**config.mk**
```make
export PLATFORM = sky130hd
export DESIGN_NAME = isr_route_ctrl
export DESIGN_NICKNAME = d
export VERILOG_FILES = /design/src/rtl/isr_pkg.sv /design/src/rtl/isr_num_decode.sv /design/src/rtl/isr_arg_check.sv /design/src/rtl/isr_pick_first.sv /design/src/rtl/isr_route_ctrl.sv
export SDC_FILE = /design/constraint.sdc
export NUM_CORES = 1
export LEC_CHECK = 0
export ABC_AREA = 1
export ABC_CLOCK_PERIOD_IN_PS = 7290
export BUFFER_PORTS_ARGS = -buffer_cell sky130_fd_sc_hd__buf_4
export CORE_AREA = 2 2 215 217
export DETAILED_ROUTE_END_ITERATION = 7
export DIE_AREA = 0 0 217 219
export HOLD_SLACK_MARGIN = 0.05
export MAX_ROUTING_LAYER = met4
export SKIP_LAST_GASP = 1
export SLEW_MARGIN = 5
export SYNTH_ARGS = -nofsm -noshare
export SYNTH_HDL_FRONTEND = slang
export SYNTH_SLANG_ARGS = --single-unit
```
**constraint.sdc**
```tcl
create_clock -name clk_i -period 7.29 [get_ports clk_i]
set_input_delay 0.3645 -clock clk_i [delete_from_list [all_inputs] [get_ports clk_i]]
set_output_delay 0.3645 -clock clk_i [all_outputs]
set_load 0.005 [all_outputs]
```
**src/rtl/isr_pkg.sv**
```systemverilog
package isr_pkg;

    typedef enum logic [1:0] {
        OP_READ    = 2'd0,
        OP_WRITE   = 2'd1,
        OP_MASK    = 2'd2,
        OP_RESTORE = 2'd3
    } cfg_op_e;

    localparam logic [7:0] PRIO_MASKED = 8'hFF;
    localparam logic [7:0] ST_OK       = 8'h00;
    localparam logic [7:0] ST_BAD_ARG  = 8'hFD;

endpackage

```
**src/rtl/isr_num_decode.sv**
```systemverilog
module isr_num_decode #(
    parameter int NUM_W    = 16,
    parameter int NUM_SRC  = 8,
    parameter int SRC_BASE = 32,
    parameter int IW       = 3
) (
    input  logic [NUM_W-1:0] num_i,
    output logic             hit_o,
    output logic [IW-1:0]    idx_o
);
    localparam logic [NUM_W:0] LO = (NUM_W+1)'(SRC_BASE);
    localparam logic [NUM_W:0] HI = (NUM_W+1)'(SRC_BASE + NUM_SRC);

    logic [NUM_W:0] wide;

    assign wide  = {1'b0, num_i};
    assign hit_o = (wide >= LO) && (wide < HI);
    // difference is below NUM_SRC whenever hit_o is set, so IW bits suffice
    assign idx_o = num_i[IW-1:0] - LO[IW-1:0];
endmodule

```
**src/rtl/isr_arg_check.sv**
```systemverilog
module isr_arg_check #(
    parameter int ARG_W   = 16,
    parameter int NUM_SRV = 4
) (
    input  logic [ARG_W-1:0] server_i,
    input  logic [ARG_W-1:0] prio_i,
    output logic             ok_o
);
    localparam logic [ARG_W-1:0] SRV_LIM  = ARG_W'(NUM_SRV);
    localparam logic [ARG_W-1:0] PRIO_MAX = ARG_W'(255);

    assign ok_o = (server_i < SRV_LIM) && (prio_i <= PRIO_MAX);
endmodule

```
**src/rtl/isr_pick_first.sv**
```systemverilog
module isr_pick_first #(
    parameter int N  = 8,
    parameter int IW = 3
) (
    input  logic [N-1:0]  req_i,
    output logic          found_o,
    output logic [IW-1:0] idx_o
);
    always_comb begin
        found_o = 1'b0;
        idx_o   = '0;
        for (int i = N - 1; i >= 0; i--) begin
            if (req_i[i]) begin
                found_o = 1'b1;
                idx_o   = IW'(i);
            end
        end
    end
endmodule

```
**src/rtl/isr_route_ctrl.sv**
```systemverilog
module isr_route_ctrl
    import isr_pkg::*;
#(
    parameter int NUM_SRC  = 8,
    parameter int NUM_SRV  = 4,
    parameter int SRC_BASE = 32,
    parameter int NUM_W    = 16,
    parameter int ARG_W    = 16,
    localparam int IW = (NUM_SRC > 1) ? $clog2(NUM_SRC) : 1,
    localparam int SW = (NUM_SRV > 1) ? $clog2(NUM_SRV) : 1
) (
    input  logic               clk_i,
    input  logic               rst_ni,
    input  logic [NUM_SRC-1:0] fire_i,
    input  logic               reject_i,
    input  logic [NUM_W-1:0]   reject_num_i,
    input  logic               resend_i,
    input  logic               cfg_req_i,
    input  logic [1:0]         cfg_op_i,
    input  logic [NUM_W-1:0]   cfg_num_i,
    input  logic [ARG_W-1:0]   cfg_server_i,
    input  logic [ARG_W-1:0]   cfg_prio_i,
    output logic               cfg_ack_o,
    output logic [7:0]         cfg_status_o,
    output logic [SW-1:0]      cfg_server_o,
    output logic [7:0]         cfg_prio_o,
    output logic               pres_valid_o,
    output logic [SW-1:0]      pres_server_o,
    output logic [NUM_W-1:0]   pres_num_o,
    output logic [7:0]         pres_prio_o,
    output logic               resend_busy_o
);
    localparam logic [IW-1:0]    LAST_IDX = IW'(NUM_SRC - 1);
    localparam logic [NUM_W-1:0] BASE_NUM = NUM_W'(SRC_BASE);

    typedef struct packed {
        logic [NUM_SRC-1:0][SW-1:0] server;
        logic [NUM_SRC-1:0][7:0]    prio;
        logic [NUM_SRC-1:0][7:0]    saved;
        logic [NUM_SRC-1:0]         held;     // event seen while masked
        logic [NUM_SRC-1:0]         waiting;  // unmasked event not yet sent
        logic [NUM_SRC-1:0]         marked;   // rejected by presentation stage
        logic                       busy;
        logic [IW-1:0]              widx;
        logic                       pv;
        logic [SW-1:0]              psrv;
        logic [NUM_W-1:0]           pnum;
        logic [7:0]                 pprio;
        logic                       ack;
        logic [7:0]                 status;
        logic [SW-1:0]              rsrv;
        logic [7:0]                 rprio;
    } state_t;

    state_t s_q, s_d;

    // ------------------------------------------------------------------
    // decoders and argument checks (depend on inputs only)
    // ------------------------------------------------------------------
    logic          cfg_hit, rej_hit, args_ok;
    logic [IW-1:0] cfg_idx, rej_idx;

    isr_num_decode #(
        .NUM_W(NUM_W), .NUM_SRC(NUM_SRC), .SRC_BASE(SRC_BASE), .IW(IW)
    ) i_cfg_dec (
        .num_i(cfg_num_i), .hit_o(cfg_hit), .idx_o(cfg_idx)
    );

    isr_num_decode #(
        .NUM_W(NUM_W), .NUM_SRC(NUM_SRC), .SRC_BASE(SRC_BASE), .IW(IW)
    ) i_rej_dec (
        .num_i(reject_num_i), .hit_o(rej_hit), .idx_o(rej_idx)
    );

    isr_arg_check #(
        .ARG_W(ARG_W), .NUM_SRV(NUM_SRV)
    ) i_arg_chk (
        .server_i(cfg_server_i), .prio_i(cfg_prio_i), .ok_o(args_ok)
    );

    // ------------------------------------------------------------------
    // fire candidates: entries the config port touches this cycle wait
    // ------------------------------------------------------------------
    logic [NUM_SRC-1:0] masked_q, cfg_touch, fire_cand;
    logic               f_found;
    logic [IW-1:0]      f_idx;

    always_comb begin
        cfg_touch = '0;
        if (cfg_req_i && cfg_hit && (cfg_op_e'(cfg_op_i) != OP_READ)) begin
            cfg_touch[cfg_idx] = 1'b1;
        end
        for (int i = 0; i < NUM_SRC; i++) begin
            masked_q[i] = (s_q.prio[i] == PRIO_MASKED);
        end
        fire_cand = (s_q.waiting | (fire_i & ~masked_q)) & ~cfg_touch;
    end

    isr_pick_first #(
        .N(NUM_SRC), .IW(IW)
    ) i_fire_pick (
        .req_i(fire_cand), .found_o(f_found), .idx_o(f_idx)
    );

    function automatic state_t present_one(state_t s, logic [IW-1:0] i);
        state_t r;
        r            = s;
        r.pv         = 1'b1;
        r.psrv       = s.server[i];
        r.pnum       = BASE_NUM + {{(NUM_W-IW){1'b0}}, i};
        r.pprio      = s.prio[i];
        r.marked[i]  = 1'b0;
        r.waiting[i] = 1'b0;
        return r;
    endfunction

    // ------------------------------------------------------------------
    // next state
    // ------------------------------------------------------------------
    logic       upd, cfg_pres, fire_pres, walk_hit;
    logic [7:0] new_prio;

    always_comb begin
        s_d       = s_q;
        s_d.pv    = 1'b0;
        s_d.ack   = 1'b0;
        upd       = 1'b0;
        cfg_pres  = 1'b0;
        fire_pres = 1'b0;
        walk_hit  = 1'b0;
        new_prio  = PRIO_MASKED;

        // latch incoming events
        for (int i = 0; i < NUM_SRC; i++) begin
            if (fire_i[i]) begin
                if (masked_q[i]) s_d.held[i]    = 1'b1;
                else             s_d.waiting[i] = 1'b1;
            end
        end

        // configuration port
        if (cfg_req_i) begin
            s_d.ack    = 1'b1;
            s_d.status = ST_BAD_ARG;
            unique case (cfg_op_e'(cfg_op_i))
                OP_READ: begin
                    if (cfg_hit) begin
                        s_d.status = ST_OK;
                        s_d.rsrv   = s_q.server[cfg_idx];
                        s_d.rprio  = s_q.prio[cfg_idx];
                    end
                end
                OP_WRITE: begin
                    if (cfg_hit && args_ok) begin
                        s_d.status          = ST_OK;
                        s_d.server[cfg_idx] = cfg_server_i[SW-1:0];
                        upd                 = 1'b1;
                        new_prio            = cfg_prio_i[7:0];
                    end
                end
                OP_MASK: begin
                    if (cfg_hit) begin
                        s_d.status         = ST_OK;
                        s_d.saved[cfg_idx] = s_q.prio[cfg_idx];
                        upd                = 1'b1;
                        new_prio           = PRIO_MASKED;
                    end
                end
                OP_RESTORE: begin
                    if (cfg_hit) begin
                        s_d.status = ST_OK;
                        upd        = 1'b1;
                        new_prio   = s_q.saved[cfg_idx];
                    end
                end
                default: ;
            endcase
        end

        if (upd) begin
            s_d.prio[cfg_idx] = new_prio;
            if (new_prio == PRIO_MASKED) begin
                if (s_d.waiting[cfg_idx]) begin
                    s_d.waiting[cfg_idx] = 1'b0;
                    s_d.held[cfg_idx]    = 1'b1;
                end
            end else if (s_d.held[cfg_idx]) begin
                s_d.held[cfg_idx] = 1'b0;
                cfg_pres          = 1'b1;
            end
        end

        // presentation: config first, then fired events
        if (cfg_pres) begin
            s_d = present_one(s_d, cfg_idx);
        end else if (f_found) begin
            s_d       = present_one(s_d, f_idx);
            fire_pres = 1'b1;
        end

        // resend walk, lowest priority of the three
        if (resend_i) begin
            s_d.busy = 1'b1;
            s_d.widx = '0;
        end else if (s_q.busy) begin
            walk_hit = s_d.marked[s_q.widx] && (s_d.prio[s_q.widx] != PRIO_MASKED);
            if (!(walk_hit && (cfg_pres || fire_pres))) begin
                if (walk_hit) begin
                    s_d = present_one(s_d, s_q.widx);
                end
                if (s_q.widx == LAST_IDX) s_d.busy = 1'b0;
                else                      s_d.widx = s_q.widx + 1'b1;
            end
        end

        // reject strobe marks after any clear of this cycle
        if (reject_i && rej_hit) begin
            s_d.marked[rej_idx] = 1'b1;
        end
    end

    always_ff @(posedge clk_i or negedge rst_ni) begin
        if (!rst_ni) begin
            s_q       <= '0;
            s_q.prio  <= '1;
            s_q.saved <= '1;
        end else begin
            s_q <= s_d;
        end
    end

    assign cfg_ack_o     = s_q.ack;
    assign cfg_status_o  = s_q.status;
    assign cfg_server_o  = s_q.rsrv;
    assign cfg_prio_o    = s_q.rprio;
    assign pres_valid_o  = s_q.pv;
    assign pres_server_o = s_q.psrv;
    assign pres_num_o    = s_q.pnum;
    assign pres_prio_o   = s_q.pprio;
    assign resend_busy_o = s_q.busy;

endmodule

```
==> results of run 1 <==
-- routing by layer --
layer | part of all wire [%] | up-vias
met1 | 42 | 6641
met3 | 7.8 | 156
li1 | - | 6268
met2 | 46 | 738
met4 | 4.5 | 0
met5 | 0 | -
-- cell usage after synthesis (8+ instances only) --
cell and n:
nand2_1 619, inv_1 210, o21ai_0 138, nor2_1 137, dfstp_2 128, nand3_1 91, dfrtp_1 83, buf_4 51
o22ai_1 48, clkbuf_1 35, a21oi_1 34, nand4_1 33, nor3_1 27, o21ai_1 23, a221oi_1 20, a22oi_1 18
nor2_2 18, o2111ai_1 17, inv_2 15, nand2_2 15, buf_2 13, o211ai_1 10, buf_6 8
-- worst min-delay path by stage --
stage / start / endpoint / slack, ps
finish: reject_num_i[2] / s_q[51] / 70
detailed placement: rst_ni / resend_busy_o / 480
CTS: reject_num_i[2] / s_q[51] / 60
global route: reject_num_i[2] / s_q[51] / 110
global placement: cfg_prio_o[1] / cfg_prio_o[1] / 470
floorplan: rst_ni / cfg_ack_o / 70
-- registers in the layout (all words and copies together), names as in the netlist --
name and count:
cfg_ack_o 1, cfg_prio_o 8, cfg_server_o 2, cfg_status_o 1, pres_num_o 16, pres_prio_o 8
pres_server_o 2, pres_valid_o 1, resend_busy_o 1, s_q 171
-- worst max-delay path, cell delays in order --
cell	delay (ps)
buf_4	300
inv_4	200
nor3_4	810
inv_1	610
o22ai_1	260
nor2_1	60
nand2_1	140
nor2_4	80
nand2_4	270
inv_1	380
nor2_2	580
nand4_2	430
buf_4	370
o21bai_1	160
nand2_1	70
-- final cells by class --
class | instances | area [um2]
Timing Repair Buffer | 150 | 1142
Clock inverter | 10 | 112.6
Inverter | 228 | 859.6
Tap cell | 600 | 750.7
Sequential cell | 211 | 5440
Multi-Input combinational cell | 1333 | 6412
Fill cell | 4865 | 29650
Clock buffer | 35 | 724.4
-- power breakdown --
group | switching [W] | leakage (nW) | internal, W
clock | 0.000547 | 0.411 | 0.000762
sequential | 0.0000300 | 2.33 | 0.00120
combinational | 0.000415 | 4.07 | 0.000173
total | 0.000992 | 6.82 | 0.00213
-- kinds of logic (layout without fill, tap and decap cells) --
logic type / count (synthesis) / in the layout
buffers and inverters: 339 / 423
AOI/OAI and AO/OA: 354 / 354
other: 1 / 1
and+or+nand+nor: 976 / 976
DFF: 211 / 211
adders and majority gates: 2 / 2
-- metrics by stage --
step	cells	instance area, um2
floorplan	1883	13380
global placement	2518	14570
detailed placement	2518	14570
CTS	2567	15440
global route	2567	15440
finish	2567	15440
-- placed cells by master, fill, tap and decap left out, types with 6 or more instances in the layout --
cell | netlist | final
o22ai_1 | 48 | 48
nand2_1 | 619 | 619
clkbuf_16 | 0 | 26
o2111ai_1 | 17 | 17
nor4_1 | 7 | 7
a31oi_1 | 6 | 6
nand3_1 | 91 | 91
o211ai_1 | 10 | 10
a22oi_1 | 18 | 18
buf_4 | 51 | 145
nor2_1 | 137 | 137
dfstp_2 | 128 | 128
dfrtp_1 | 83 | 83
nand4_1 | 33 | 33
nand2_2 | 15 | 15
a21oi_1 | 34 | 34
nor3_1 | 27 | 22
inv_2 | 15 | 15
nand3b_1 | 6 | 6
a21o_1 | 7 | 7
a221oi_1 | 20 | 20
inv_1 | 210 | 210
o21bai_1 | 7 | 7
o21ai_1 | 23 | 23
o21ai_0 | 138 | 138
nor2_2 | 18 | 18
clkinv_2 | 1 | 6
==> flow_metrics.py, run 1 <==
metrics = {
    "synth": {
        "synthSimpleGateAreaFrac_pct": 31.22,
        "synthCells": 1883,
        "synth_xor_area_share_pct": 0,
        "synth_top_area_share_pct": 25.14,
        "netlist-cell-type-count": 58,
        "synth_top_family_by_area": "simple AND/OR/NAND/NOR gates",
        "seq_area_frac_synth_pct": 40.66,
        "synth.area.mux_share_pct": 0,
        "synth_edf_count": 0,
        "yosys.area.top_type": "dfstp_2",
        "ys_async_sr_fraction_pct": 100.0,
        "synth_adder_area_share_pct": 0.1870,
        "synth_nets": 1964,
        "ys_ff_latch": 211,
        "synth_flop_cell": "dfstp_2",
        "synth_area_leaders": "dfstp_2 25%, nand2_1 17%, dfrtp_1 16%",
        "postSynthAreaPerCell_um2": 7.105,
        "synth_compound_area_share_pct": 16.28,
        "yosys_warnings": 0,
        "syn-cell-area_mm2": 0.01338,
    },
    "sta": {
        "fin_skew_ps": 16.51,
        "setup_slack_ps": 2600,
        "tns_ps": 0,
        "setup_viol": 0,
        "period_share_pct": 64.33,
        "fmax_mhz": 213.2,
        "rsz0062_at_grt": "false",
        "hold_violations": 0,
        "drv_slew": 0,
        "finalCriticalPeriod_ps": 4690,
        "holdWs_ps": 69.44,
        "worst_pin_slew_ps": 1103,
        "slew_headroom_pct": 26.02,
    },
    "setup_path": {
        "cp.required_ps": 7740,
        "reg2reg_from": "s_q[142]",
        "setup.worst_path.end": "s_q[53]",
        "critPathKind": "in -> reg",
        "end_kind": "flip-flop",
        "reg2reg_depth": 15,
        "regToRegSetupSlack_ps": 2630,
        "arrival_ps": 5140,
        "crit_start": "cfg_num_i[0]",
        "critical_path.max_fanout": 26,
        "r2r_end": "s_q[53]",
        "worstSetupStartpointType": "input port",
    },
    "global_route": {
        "grt_pass1_vias": 13410,
        "grt.busiest_layer": "met2",
        "gr-usage-met2_pct": 40.42,
        "track_usage_pct": 25.66,
        "use_met1_pct": 32.99,
        "grt_start_max_net_pins": 82,
        "grt_util_met3_pct": 3.507,
        "grt_antenna_before_repair": 0,
        "grt-ovfl-total": 0,
        "grt_pass1_wl_um": 88190,
    },
    "finish": {
        "layout-drive-gt1-share_pct": 20.08,
        "antennaDiodeCount": 0,
        "final_util_pct": 34.25,
        "area_delta_synth_final_pct": 15.42,
        "final_nets": 2031,
    },
    "detailed_routing": {
        "vias": 13800,
        "drtAntennaViolNets": 0,
        "drc_errors": 0,
        "drt_iter0_markers": 1639,
        "vias_per_cell": 5.377,
        "finalWirelength_um": 59920,
        "wl_per_cell_um": 23.34,
        "drt-pass1-iter-count": 6,
    },
    "cts": {
        "root_buffer": "clkbuf_16",
        "cts_sinks": 211,
        "cts-hold-fix-buffers": 4,
        "post_cts_buffers": 0,
        "clockBufferDepth": 3,
        "h-tree-depth": 1,
        "clk_latency_ps": 570,
        "numCtsBuffers": 26,
        "cts_tree": "built",
        "cts-resized-gates": 0,
        "path_clk_slew_ps": 60,
    },
    "placed_design": {
        "dpl.hpwl_um": 44530,
        "io_buffers": 124,
        "gp_congestion": 0.9988,
        "dp_slack_ps": 2203,
    },
    "min_path": {
        "min_path_cells": 4,
        "hp-class": "in -> reg",
    },
    "floorplan": {
        "die_w_um": 217,
        "io_pins": 126,
        "start_util_pct": 29.67,
        "die_y_um": 219,
        "coreArea_mm2": 0.04509,
        "num_rows": 78,
        "die_area_mm2": 0.04752,
    },
    "power": {
        "finalPower_w": 0.003125,
        "leakagePower_nw": 6.815,
        "p_per_area_mw_per_mm2": 202.4,
        "ir_drop_mv": 0.1684,
    },
    "status": {
        "status": "finished clean",
    },
    "job": {
        "cap_violations": 0,
    },
}
No activity file was read; power rests on OpenSTA's default activity.
==> run 2, diff against run 1 <==
--- a/config.mk
+++ b/config.mk
@@ -6,7 +6,7 @@
 export NUM_CORES = 1
 export LEC_CHECK = 0
 export ABC_AREA = 1
-export ABC_CLOCK_PERIOD_IN_PS = 7290
+export ABC_CLOCK_PERIOD_IN_PS = 3900
 export BUFFER_PORTS_ARGS = -buffer_cell sky130_fd_sc_hd__buf_4
 export CORE_AREA = 2 2 215 217
 export DETAILED_ROUTE_END_ITERATION = 7
==> constraint.sdc (replaced) <==
create_clock -name clk_i -period 3.9 [get_ports clk_i]
set_input_delay 0.195 -clock clk_i [delete_from_list [all_inputs] [get_ports clk_i]]
set_output_delay 0.195 -clock clk_i [all_outputs]
set_load 0.005 [all_outputs]
==> flow_metrics.py, run 2 (same netlist as run 1, synthesis figures left out) <==
metrics = {
    "status": {
        "status": "finished clean",
    },
    "global_route": {
        "grt_start_max_net_pins": 109,
        "grt-ovfl-total": 0,
        "grt_antenna_before_repair": 0,
        "track_usage_pct": 26.43,
        "grt_pass1_wl_um": 90480,
        "grt_pass1_vias": 13780,
    },
    "power": {
        "p_per_area_mw_per_mm2": 359.8,
        "ir_drop_mv": 0.3203,
        "leakagePower_nw": 7.333,
    },
    "finish": {
        "final_util_pct": 36.18,
        "final_nets": 2140,
        "most-common-layout-cells": "618 x nand2_1, 230 x buf_4, 210 x inv_1",
        "layout-drive-gt1-share_pct": 23.14,
        "area_delta_synth_final_pct": 21.92,
        "antennaDiodeCount": 0,
        "multiInputGateArea_mm2": 0.006391,
        "largest_reg_flops": 171,
        "fin_cells": 2679,
        "final_common_cell": "nand2_1",
        "seq_area_mm2": 0.005440,
        "fillCellCount": 4807,
        "regMostFlops": "s_q",
    },
    "sta": {
        "setup_viol": 0,
        "slew_headroom_pct": 32.87,
        "hold_violations": 0,
        "fmax_mhz": 269.9,
        "finalCriticalPeriod_ps": 3705,
        "period_share_pct": 95.00,
        "rsz0062_at_grt": "false",
        "drv_slew": 0,
        "setup_slack_ps": 195.0,
        "worst_pin_slew_ps": 1007,
        "tns_ps": 0,
        "fin_skew_ps": 40.91,
    },
    "floorplan": {
        "coreArea_mm2": 0.04509,
        "die_area_mm2": 0.04752,
        "die_w_um": 217,
        "die_y_um": 219,
        "start_util_pct": 29.67,
        "io_pins": 126,
        "num_rows": 78,
    },
    "cts": {
        "clk_latency_ps": 570,
        "root_buffer": "clkbuf_16",
        "clockBufferDepth": 3,
        "cts_tree": "built",
        "numCtsBuffers": 27,
        "h-tree-depth": 1,
        "cts_sinks": 211,
        "post_cts_buffers": 0,
        "path_clk_slew_ps": 70,
    },
    "setup_path": {
        "cpMostUsedCell": "nand2_1",
        "path_cells": "inv_1 > nor3_1 > nand2_1 > a21oi_1 > inv_1 > o21ai_0 > nand2_1 > nor2_1 > inv_2 > nor2_1 > inv_1 > buf_4 > nand2_1 > inv_1 > o211ai_1 > nor2_1 > nor2_1 > nand2_1 > nand2_1",
        "crit_start": "s_q[201]",
        "cp.required_ps": 4410,
        "r2r_end": "pres_prio_o[6]",
        "cp.depth": 19,
        "max_stage_delay_ps": 540,
        "path_delay_family": "simple AND/OR/NAND/NOR gates",
        "worst-path-buf-inv": 6,
        "critical_path.max_fanout": 6,
        "end_kind": "flip-flop",
        "setup.worst_path.end": "pres_prio_o[6]",
        "arrival_ps": 4220,
        "critPathKind": "reg -> reg",
        "reg2reg_from": "s_q[201]",
        "regToRegSetupSlack_ps": 190,
        "reg2reg_depth": 19,
        "worstSetupStartpointType": "flip-flop",
        "slowest_stage": "dfstp_2",
    },
    "job": {
        "cap_violations": 0,
    },
    "detailed_routing": {
        "drt-pass1-iter-count": 5,
        "wl_per_cell_um": 23.15,
        "drc_errors": 0,
        "vias_per_cell": 5.352,
        "finalWirelength_um": 62030,
        "vias": 14340,
        "drtAntennaViolNets": 0,
        "drt_iter0_markers": 1636,
    },
    "placed_design": {
        "post-place-cells": 2607,
        "dp_slack_ps": 154.2,
        "io_buffers": 124,
        "gp_congestion": 1.014,
        "dpl.hpwl_um": 46070,
    },
    "min_path": {
        "hp-start": "reject_num_i[3]",
        "min_path_cells": 6,
        "hp-class": "in -> reg",
    },
}
==> run 2: cell types whose count changed in the layout (fill, tap and decap cells not counted), sizes merged <==
| cell | delta |
|---|---|
| dlygate4sd3 | +19 |
| bufinv | -2 |
| inv | +1 |
| buf | +89 |
| clkbuf | +5 |
==> run 2: repair_timing <==
action / 4_1_cts / 5_1_grt
hold buffers: 23 / 0
gates resized for setup: 0 / 2
endpoints found under the hold margin: 93 / 0
setup endpoints to repair: 0 / 15
==> run 2: per-stage QoR <==
| step | cell area (um2) | total power [W] | hold WS (ps) |
|---|---|---|---|
| 2_1_floorplan | 13380 | 0.002859 | -100.6 |
| 3_3_place_gp | 15250 | 0.003485 | 397.5 |
| 3_5_place_dp | 15250 | 0.003476 | 405.3 |
| 4_1_cts | 16300 | 0.005878 | 53.60 |
| 5_1_grt | 16310 | 0.006071 | 121.1 |
| 6_report | 16310 | 0.005868 | 110.1 |
==> run 2: area by class of cell <==
| class | count | area share (%) |
|---|---|---|
| clock buffers | 40 | 4.687 |
| flip-flops and latches | 211 | 33.35 |
| inverters | 228 | 5.270 |
| well taps | 600 | 4.602 |
| repair buffers | 258 | 12.57 |
| clock inverters | 9 | 0.3375 |
| multi-input cells | 1333 | 39.18 |
==> run 2: where the power goes <==
part,total [W],switching [W],internal [W]
Clock,0.00238,0.00103,0.00135
Combinational,0.00120,0.000815,0.000388
Sequential,0.00228,0.0000451,0.00224
Total,0.00587,0.00189,0.00398
==> run 2: how the worst min path moves through the flow <==
stage,to
finish,s_q[54]
global route,s_q[54]
CTS,s_q[54]
detailed placement,pres_prio_o[2]
global placement,pres_prio_o[2]
floorplan,cfg_ack_o
==> run 2: tightest hold or removal path, delay by kind of cell <==
| kind | cells | cell delay [ps] |
|---|---|---|
| buffers and inverters | 1 | 90 |
| and+or+nand+nor | 5 | 360 |
==> run 2: routing by layer <==
| layer | vias to the layer above | wire length, um | track usage [%] |
|---|---|---|---|
| li1 | 6483 | - | - |
| met1 | 6944 | 27020 | 35.37 |
| met2 | 772 | 27410 | 40.67 |
| met3 | 138 | 5082 | 3.479 |
| met4 | 0 | 2511 | 10.21 |
| met5 | - | 0 | - |
